$ cat src/rtl/rsv_pkg.sv
package rsv_pkg;

  // strobes from control to datapath
  typedef struct packed {
    logic capture;   // latch the request word as the new reservation
    logic scCheck;   // compare the request word against the reservation
  } rsvStrobe_t;

endpackage

$ cat src/rtl/rsv_datapath.sv
module rsv_datapath
  import rsv_pkg::*;
#(
  parameter int ADDR_W    = 32,
  parameter int NUM_SNOOP = 2,
  parameter int WORD_LSB  = 2
) (
  input  logic                          clk,
  input  logic                          rstN,
  input  rsvStrobe_t                    strobe,
  input  logic [ADDR_W-1:0]             reqAddr,
  input  logic [NUM_SNOOP-1:0]          snoopWr,
  input  logic [NUM_SNOOP*ADDR_W-1:0]   snoopAddr,
  output logic [ADDR_W-WORD_LSB-1:0]    rsvWord,
  output logic                          rsvHit,
  output logic                          reqHit,
  output logic                          wordMatch
);

  localparam int WORD_W = ADDR_W - WORD_LSB;

  logic [WORD_W-1:0]    reqWord;
  logic [NUM_SNOOP-1:0] hitRsvVec;
  logic [NUM_SNOOP-1:0] hitReqVec;

  assign reqWord = reqAddr[ADDR_W-1:WORD_LSB];

  for (genvar gi = 0; gi < NUM_SNOOP; gi++) begin : g_snoop
    logic [WORD_W-1:0] snWord;
    assign snWord        = snoopAddr[gi*ADDR_W+WORD_LSB +: WORD_W];
    assign hitRsvVec[gi] = snoopWr[gi] && (snWord == rsvWord);
    assign hitReqVec[gi] = snoopWr[gi] && (snWord == reqWord);
  end

  assign rsvHit    = |hitRsvVec;
  assign reqHit    = |hitReqVec;
  assign wordMatch = strobe.scCheck && (reqWord == rsvWord);

  always_ff @(posedge clk or negedge rstN) begin
    if (!rstN) begin
      rsvWord <= '0;
    end else if (strobe.capture) begin
      rsvWord <= reqWord;
    end
  end

endmodule

$ cat src/rtl/rsv_control.sv
module rsv_control
  import rsv_pkg::*;
(
  input  logic       clk,
  input  logic       rstN,
  input  logic       llReq,
  input  logic       scReq,
  input  logic       rsvHit,
  input  logic       reqHit,
  input  logic       wordMatch,
  output rsvStrobe_t strobe,
  output logic       rsvValid,
  output logic       scPass,
  output logic       memWrEn
);

  logic validNext;

  assign strobe.capture = llReq;
  assign strobe.scCheck = scReq;

  // verdict uses the reservation held before this cycle plus same-cycle snoops
  assign scPass  = scReq && rsvValid && wordMatch && !rsvHit;
  assign memWrEn = scPass;

  always_comb begin
    validNext = rsvValid;
    if (llReq) begin
      validNext = !reqHit;
    end else if (scReq || rsvHit) begin
      validNext = 1'b0;
    end
  end

  always_ff @(posedge clk or negedge rstN) begin
    if (!rstN) begin
      rsvValid <= 1'b0;
    end else begin
      rsvValid <= validNext;
    end
  end

endmodule

$ cat src/rtl/rsv_monitor.sv
module rsv_monitor
  import rsv_pkg::*;
#(
  parameter int ADDR_W    = 32,
  parameter int NUM_SNOOP = 2,
  parameter int WORD_LSB  = 2
) (
  input  logic                        clk,
  input  logic                        rstN,
  input  logic                        llReq,
  input  logic                        scReq,
  input  logic [ADDR_W-1:0]           reqAddr,
  input  logic [NUM_SNOOP-1:0]        snoopWr,
  input  logic [NUM_SNOOP*ADDR_W-1:0] snoopAddr,
  output logic                        scPass,
  output logic                        memWrEn
);

  localparam int WORD_W = ADDR_W - WORD_LSB;

  rsvStrobe_t        strobe;
  logic [WORD_W-1:0] rsvWord;
  logic              rsvValid;
  logic              rsvHit;
  logic              reqHit;
  logic              wordMatch;

  rsv_datapath #(
    .ADDR_W(ADDR_W), .NUM_SNOOP(NUM_SNOOP), .WORD_LSB(WORD_LSB)
  ) i_datapath (
    .clk(clk), .rstN(rstN), .strobe(strobe), .reqAddr(reqAddr),
    .snoopWr(snoopWr), .snoopAddr(snoopAddr), .rsvWord(rsvWord),
    .rsvHit(rsvHit), .reqHit(reqHit), .wordMatch(wordMatch)
  );

  rsv_control i_control (
    .clk(clk), .rstN(rstN), .llReq(llReq), .scReq(scReq),
    .rsvHit(rsvHit), .reqHit(reqHit), .wordMatch(wordMatch),
    .strobe(strobe), .rsvValid(rsvValid), .scPass(scPass), .memWrEn(memWrEn)
  );

endmodule

$ cat config.mk
export PLATFORM = sky130hd
export DESIGN_NAME = rsv_monitor
export DESIGN_NICKNAME = d
export VERILOG_FILES = /design/src/rtl/rsv_pkg.sv /design/src/rtl/rsv_datapath.sv /design/src/rtl/rsv_control.sv /design/src/rtl/rsv_monitor.sv
export SDC_FILE = /design/constraint.sdc
export NUM_CORES = 1
export LEC_CHECK = 0
export BUFFER_PORTS_ARGS = -buffer_cell sky130_fd_sc_hd__buf_4
export CAP_MARGIN = 40
export CORE_UTILIZATION = 50
export DETAILED_ROUTE_END_ITERATION = 8
export GPL_ROUTABILITY_DRIVEN = 0
export PLACE_DENSITY = 0.81
export SYNTH_ARGS = -nofsm -noshare
export SYNTH_HDL_FRONTEND = slang
export SYNTH_SLANG_ARGS = --single-unit
$ cat constraint.sdc
create_clock -name clk -period 2.43 [get_ports clk]
set_clock_uncertainty 0.2 [all_clocks]
set_input_delay 0.1215 -clock clk [delete_from_list [all_inputs] [get_ports clk]]
set_output_delay 0.1215 -clock clk [all_outputs]
set_load 0.03 [all_outputs]
# After elaboration in Yosys (flattened, before gate mapping)
# Cells that the tools add are included.
[totals]
register_bits = 31
in_bits = 102
output_inout_bits = 2
elab_cells = 23
[op_classes]
eq_ne = 5
mux = 2
n_reduce_logical = 14
[op_table]
columns = ["cell", "count"]
rows = [
  ["$eq A30 B30 Y1", 5],
  ["$logic_and A1 B1 Y1", 8],
  ["$reduce_or A2 Y1", 2],
  ["$logic_not A1 Y1", 2],
  ["$mux W1", 2],
  ["$reduce_bool A2 Y1", 1],
  ["$logic_or A1 B1 Y1", 1],
]

# Longest topological paths before layout
# Gate-level depths: netlist (run 1).
[logic_depth]
ltp_word = 6
ltp_mapped = 6
mapped_depth_nobuf = 5

# By module
# From an unflattened synthesis (run 1), not the netlist that was laid out.
[hier_totals]
hier_cells = 273
area_unflattened_um2 = 2824.0
[modules_own_cells]
columns = ["mod", "instances", "cells_each", "area_per_inst_um2", "seq_area_each_um2"]
rows = [
  ["rsv_datapath", 1, 265, 2746.4, 750.7],
  ["rsv_control", 1, 8, 77.6, 25.0],
]

# Least setup slack after synthesis (run 1)
# OpenSTA, ideal clock, no wires.
[synth_path]
path_type = "reg-to-output"
startpoint = "register i_datapath.rsvWord[19]"
endpoint = "output port scPass"
arrival_time_ns = 2.041
required_time_ns = 2.109
setup_slack_ns = 0.067
path_stages_with_launch = 7
path_buffers = 1
cell_sequence = "dfrtp_1 xnor2_1 nand4_1 or4_1 nor4_1 o311a_1 buf_4"
[synth_between]
elab_chain_cells = 5
elab_cells_between_ends = 10
cone_classes = "3 x eq/ne; 7 x reduce/logical"
[synth_lines]
columns = ["element", "line_no", "text"]
rows = [
  ["start: declaration", "rsv_datapath.sv:14", "output logic [ADDR_W-WORD_LSB-1:0] rsvWord,"],
  ["start signal: assignment", "rsv_datapath.sv:43", "rsvWord <= reqWord;"],
  ["$eq A30 B30 Y1", "rsv_datapath.sv:31", "assign hitRsvVec[gi] = snoopWr[gi] && (snWord == rsvWord);"],
  ["$logic_and A1 B1 Y1", "rsv_datapath.sv:31", ""],
  ["$reduce_or A2 Y1", "rsv_datapath.sv:35", "assign rsvHit = |hitRsvVec;"],
  ["$logic_not A1 Y1", "rsv_control.sv:23", "assign scPass = scReq && rsvValid && wordMatch && !rsvHit;"],
  ["$logic_and A1 B1 Y1 (*)", "rsv_control.sv:23", ""],
  ["end: declaration", "rsv_monitor.sv:15", "output logic scPass,"],
]
# Mark *: on every way between the ends. The rest lies on a longest branch, timed or not.

# Final worst setup path (run 1)
[layout_path]
startpoint = "register i_datapath.rsvWord[4]"
endpoint = "output port scPass"
# The elaborated chain is that of the path after synthesis.

==> results of run 1 <==
stage by stage:
stage               hold WS, ps  setup WS (ps)  cells   util  setup TNS [ps]
CTS                         121           -195    489  0.796            -391
global placement           -108           78.8    438  0.689               0
floorplan                  -374           67.1    272      -               0
global route                140           -220    492  0.804            -439
detailed placement         -104           11.6    438  0.689               0
finish                      119           -147    492  0.804            -294
how the worst min path moves through the flow:
stage,start,end,slack (ps),depth (start not counted)
CTS,scReq,i_control.rsvValid$_DFFE_PN0P_,120,4
detailed placement,rstN,i_datapath.rsvWord[3]$_DFFE_PN0P_,-100,1
global route,scReq,i_control.rsvValid$_DFFE_PN0P_,140,4
global placement,rstN,i_datapath.rsvWord[0]$_DFFE_PN0P_,-110,1
finish,rstN,i_datapath.rsvWord[3]$_DFFE_PN0P_,120,2
floorplan,rstN,i_control.rsvValid$_DFFE_PN0P_,-370,0
logic make-up (layout without fill, tap and decap cells):
family                    after synthesis  after routing  share of synthesized area
xor gates and xnor gates              150            150                      0.467
muxes                                  30             30                      0.120
DFF                                    31             31                      0.276
and+or+nand+nor                        51             51                      0.110
buffers and inverters                   4            154                    0.00667
AOI/OAI and AO/OA                       6              6                     0.0200
cell usage in the layout, fill, tap and decap left out, drive strengths merged:
cell	netlist	routed
nand2	1	1
o41a	1	1
dfrtp	31	31
o41ai	1	1
nor3	1	1
a2bb2o	1	1
a22oi	1	1
or4	2	2
xnor2	113	113
nor4	13	13
xor2	37	37
clkbuf	0	8
mux2	30	30
nand3	2	2
dlygate4sd3	0	31
nor2	2	2
nand4	30	30
o311a	1	1
buf	4	115
o31ai	1	1
final cells by class:
cell class / instances / area, um2 / area share
Timing Repair Buffer: 146 / 1180 / 0.279
Multi-Input combinational cell: 237 / 2090 / 0.492
Sequential cell: 31 / 782 / 0.185
Clock buffer: 8 / 100 / 0.0236
Tap cell: 70 / 87.6 / 0.0207
sequential cells by signal, indices dropped and copies added (netlist names):
register / flops
i_datapath.rsvWord: 30
i_control.rsvValid: 1
where the power goes:
| part | switching, mW | internal, mW | total, mW |
|---|---|---|---|
| Combinational | 0.329 | 0.428 | 0.756 |
| Clock | 0.203 | 0.259 | 0.461 |
| Sequential | 0.0674 | 0.569 | 0.636 |
metal layers:
layer / global-route usage / part of all wire / vias up / wire length [um]
met2: 0.548 / 0.49 / 133 / 4520
met3: 0.0690 / 0.077 / 21 / 708
met1: 0.409 / 0.41 / 1279 / 3790
li1: - / - / 1254 / -
met4: 0.111 / 0.025 / 0 / 232
met5: 0 / 0 / - / 0
critical path, cell delays in order, from the launching register on:
cell and delay (ps):
dfrtp_2 440, xnor2_2 170, nand4_1 130, or4_4 550, o41a_1 330, o311a_1 170
buf_6 160
repair_timing:
item / in CTS / in global routing
pin swaps: 11 / 10
endpoints found under the hold margin: 61 / 0
setup buffers: 12 / 3
endpoints found under the setup margin: 2 / 2
gates resized for setup: 13 / 4
hold buffers: 31 / 0
==> impl_results.md, run 1 <==
- Run status: finished with violations
- Failing checks: negative setup slack
- Cell at the root of the clock tree: clkbuf_8
- Detailed Place HPWL: approximately 6.7 mm
- Post-synthesis area per instance: a little over 10 um2
- VDD IR max: 0.294 mV
- Fin worst setup slack: -147 ps
- CTS Buf Count: 5
- Clock latency on the worst-skew pair: around 290 ps
- Synth area leader: xnor2_1
- Worst r2r src: i_datapath.rsvWord[4]$_DFFE_PN0P_
- Antenna Cells: 0
- NumNets Final: around 520
- R2R depth: 5
- First-pass GRT wire length: between 10 and 15 mm
- IO Port Bufs: 97
- Die ar.: a little under 6000 um2
- Number of I/O pins: 104
- Area Overhead vs Synth: 50.7%
- Top post-synthesis cells by area: xnor2_1 (35%), dfrtp_1 (28%), mux2_2 (12%)
- ANT nets after route: 0
- CTS tree: done
- Placement Rows: 26
- Worst EP required: between 2000 and 2500 ps
- Tot GR Track Use: 0.325
- Syn nets: roughly 370
- DRC: 0
- Minimum clock period: 2580 ps
- Top FF cell, synth: dfrtp_1
- Vias in the first global route: 2816
- Least-Margin Pin Slew: 464 ps
- Reg clk slew, reported paths: about 60 ps
- Startpoint Class: flip-flop
- Leakage: approximately 1.7 nW
- Pins Over Slew Limit: 0
- CTS Sinks: 31
- Clock Tree Buf Depth: 2
- Initial antenna violation count: 0
- Initial Utilization: 0.534
- Final-report setup violation count: 2
- Final wirelength: between 9 and 10 mm
- H-Tree Depth: 2
- DRT Pass-1 Iters: 4
- Worst reg2reg endpoint: i_control.rsvValid$_DFFE_PN0P_
- Sequential area share after synthesis: 0.276
- Remaining Overflow, GRT: 0
- Die span in y: about 77 um
- Final Cell Area: 4240 um2
- Unique cell type count in the Yosys netlist: 19
- Max Fclk: 0.388 GHz
- Routed vias: between 2k and 3k
- Share of post-route cells with drive strength above 1: 0.398
- CP Launch Point: i_datapath.rsvWord[4]$_DFFE_PN0P_
- Pin count of the biggest net entering global routing: 33
- Core area: about 5300 um2
- Synth top area share: 0.352
- Hold crit path type: in -> async
- Final Cycle Share: 1.06
- Total Power: roughly 1.9 mW
- Worst Path Class, Setup: reg -> out
- Syn Inst Count: roughly 270
- Synth Cell Area: approximately 2800 um2
- Worst setup path end: scPass
- Die X: 77 um
- Arrival time worst endpoint: approximately 2300 ps
- Initial DRC count: about 220
- Most instantiated cells after synthesis: xnor2_1 (113), xor2_1 (37), dfrtp_1 (31), mux2_2 (30), nand4_1 (30)
- Routed vias/inst: 5.46
- Ys async rst share: 1.00
- Fillcell total: 348
- MaxCap Viol Count: 0
- Flop-to-flop setup slack: between 100 and 150 ps
- CP Capture Type: output port
- RSZ-0062 raised after global routing: true
- Cell Area, Placed: around 3600 um2
- Ys Warns: 0
- Top-count cell post-synth: xnor2_1
- Fin. Hold Viols: 0
- Number of synthesized flops with an enable pin: 0
- Max FO, Critical Path: 4
- Synth Register Bits: 31
- Wire per inst: around 19 um
- Worst slew margin: 0.691
- Pwr dens: 438 nW/um2
Power figures use the tool's default switching activity.
==> inputs of run 2 (changes only) <==
Settings changed: GPL_TIMING_DRIVEN from default to 0.
==> run 2 against run 1 <==
Net effect:
- the run still ends with negative setup slack left
- clock power down 11%
- utilization down 0.28 points
- die area unchanged
- global-route usage down 0.49 points
- combinational power down 1%
- clock-buffer cell count down 1
- power down 2.9%
- sequential power up 1%
- design area down 0.35%
- sequential share of layout area up 0.12 points
==> impl_results.md, run 2 (same netlist as run 1, synthesis figures left out) <==
- Failing checks: negative setup slack
- Clock latency on the worst-skew pair: 290 ps
- Commonest cells after routing, fill and taps aside: buf_4 (108), xnor2_1 (103), xor2_1 (37), dlygate4sd3_1 (32)
- Wire per inst: between 15 and 20 um
- Hold crit path type: in -> async
- Met1 usage: 0.399
- Commonest non-fill, non-tap cell in the layout: buf_4
- Setup TNS: -376 ps
- Number of I/O pins: 104
- Final-report setup violation count: 2
- Cell Area, Placed: around 3600 um2
- Routed vias/inst: around 5.6
- Final Cell Area: 4220 um2
- Initial Utilization: 0.534
- Worst reg2reg endpoint: i_control.rsvValid$_DFFE_PN0P_
- Placed cells: between 400 and 500
- Slowest cell delay on critical path: 560 ps
- Die span in y: between 70 and 80 um
- VDD IR max: 0.301 mV
- ANT nets after route: 0
- Placement Rows: 26
- Antenna Cells: 0
- Worst Path Class, Setup: reg -> out
- Run status: finished with violations
- WHS: around 110 ps
- H-Tree Depth: 2
- Top reg by flops: i_datapath.rsvWord
- NumNets Final: 521
- Fillcell total: approximately 350
- Area Overhead vs Synth: 50.1%
- DRT Pass-1 Iters: 6
- Tot GR Track Use: 0.320
- Buf+Inv Stages, Crit Path: 2
- Core area: 5270 um2
- Largest register FFs: 30
- CTS tree: done
- Fin worst setup slack: -233 ps
- Minimum clock period: 2660 ps
- Met2 Usage GRT: 0.562
- Pwr dens: 427 nW/um2
- Clock Tree Buf Depth: 2
- Least-Margin Pin Slew: approximately 800 ps
- Slowest stage cell, crit path: or4_4
- Fin. Hold Viols: 0
- CP delay by family, top: simple AND/OR/NAND/NOR gates
- Startpoint Class: flip-flop
- First-pass GRT wire length: 14.1 mm
- Worst r2r src: i_datapath.rsvWord[4]$_DFFE_PN0P_
- Post-Layout Cell Count: ~500
- Top flop regs: i_datapath.rsvWord: 30 flops, i_control.rsvValid: 1 flops
- Remaining Overflow, GRT: 0
- R2R depth: 5
- Most Crowded Layer GR: met2
- IO Port Bufs: just under 100
- Vias in the first global route: around 2.8k
- Pins Over Slew Limit: 0
- Share of post-route cells with drive strength above 1: 0.398
- Initial DRC count: 210
- Arrival time worst endpoint: between 2000 and 2500 ps
- RSZ-0062 raised after global routing: true
- Final Cycle Share: 1.10
- Flop-to-flop setup slack: ~140 ps
- Die X: approximately 77 um
- Worst EP required: around 2100 ps
- Critical-path cell list: xnor2_2 -> nand4_1 -> or4_4 -> o41a_1 -> o311a_1 -> buf_4 -> buf_6
- Worst slew margin: 0.480
- MaxCap Viol Count: 0
- Leakage: 1.67 nW
- Final wirelength: ~9.4 mm
- Routed vias: around 2.7k
- Initial antenna violation count: 0
- DRC: 0
- Cell at the root of the clock tree: clkbuf_8
- CTS Sinks: 31
- Max Fclk: between 0.3 and 0.4 GHz
- CTS Buf Count: 5
- Pin count of the biggest net entering global routing: 32
- CP Capture Type: output port
- Reg clk slew, reported paths: ~70 ps
- Detailed Place HPWL: around 7 mm
- Die ar.: about 5900 um2
- Met3 Use GR: 0.0560
- Max FO, Critical Path: 4
## run 2: worst max path at each step
stage	start	endpoint	slack [ps]	cells after the start
floorplan	i_datapath.rsvWord[19]$_DFFE_PN0P_	scPass	70	6
global placement	i_datapath.rsvWord[24]$_DFFE_PN0P_	scPass	-50	7
detailed placement	i_datapath.rsvWord[21]$_DFFE_PN0P_	scPass	-80	7
CTS	i_datapath.rsvWord[27]$_DFFE_PN0P_	scPass	-210	7
global route	i_datapath.rsvWord[4]$_DFFE_PN0P_	scPass	-270	7
finish	i_datapath.rsvWord[4]$_DFFE_PN0P_	scPass	-230	7
## run 2: final cells by class
class                   instances  area [um2]  share of cell area
clock inverters                 1        5.00             0.00119
well taps                      70        87.6              0.0207
plain buffers                   4        18.8             0.00444
multi-input cells             237        2120               0.501
repair buffers                140        1130               0.269
clock buffers                   7        76.3              0.0181
flip-flops and latches         31         785               0.186
## run 2: per-stage QoR
step,setup slack (ps),total power [mW],utilization
after floorplan,67.1,0.981,-
after detailed placement,-81.0,1.28,0.689
after global routing,-275,1.87,0.801
final,-233,1.80,0.801
after CTS,-214,1.76,0.788
after global placement,-49.7,1.26,0.689
## run 2: routing by layer
layer | up-vias | part of all wire
li1 | 1253 | -
met1 | 1306 | 0.42
met2 | 163 | 0.48
met3 | 25 | 0.079
met4 | 0 | 0.023
met5 | - | 0
## run 2: report_power, final
| part | internal, mW | switching (mW) |
|---|---|---|
| sequential | 0.569 | 0.0736 |
| combinational | 0.422 | 0.324 |
| clock | 0.201 | 0.211 |
| total | 1.19 | 0.609 |
## run 2: repair_timing
action	in CTS	in global routing
hold endpoints to repair	61	0
hold buffers	32	0
pin swaps	15	6
setup buffers	9	2
endpoints found under the setup margin	2	2
resized for setup	12	10
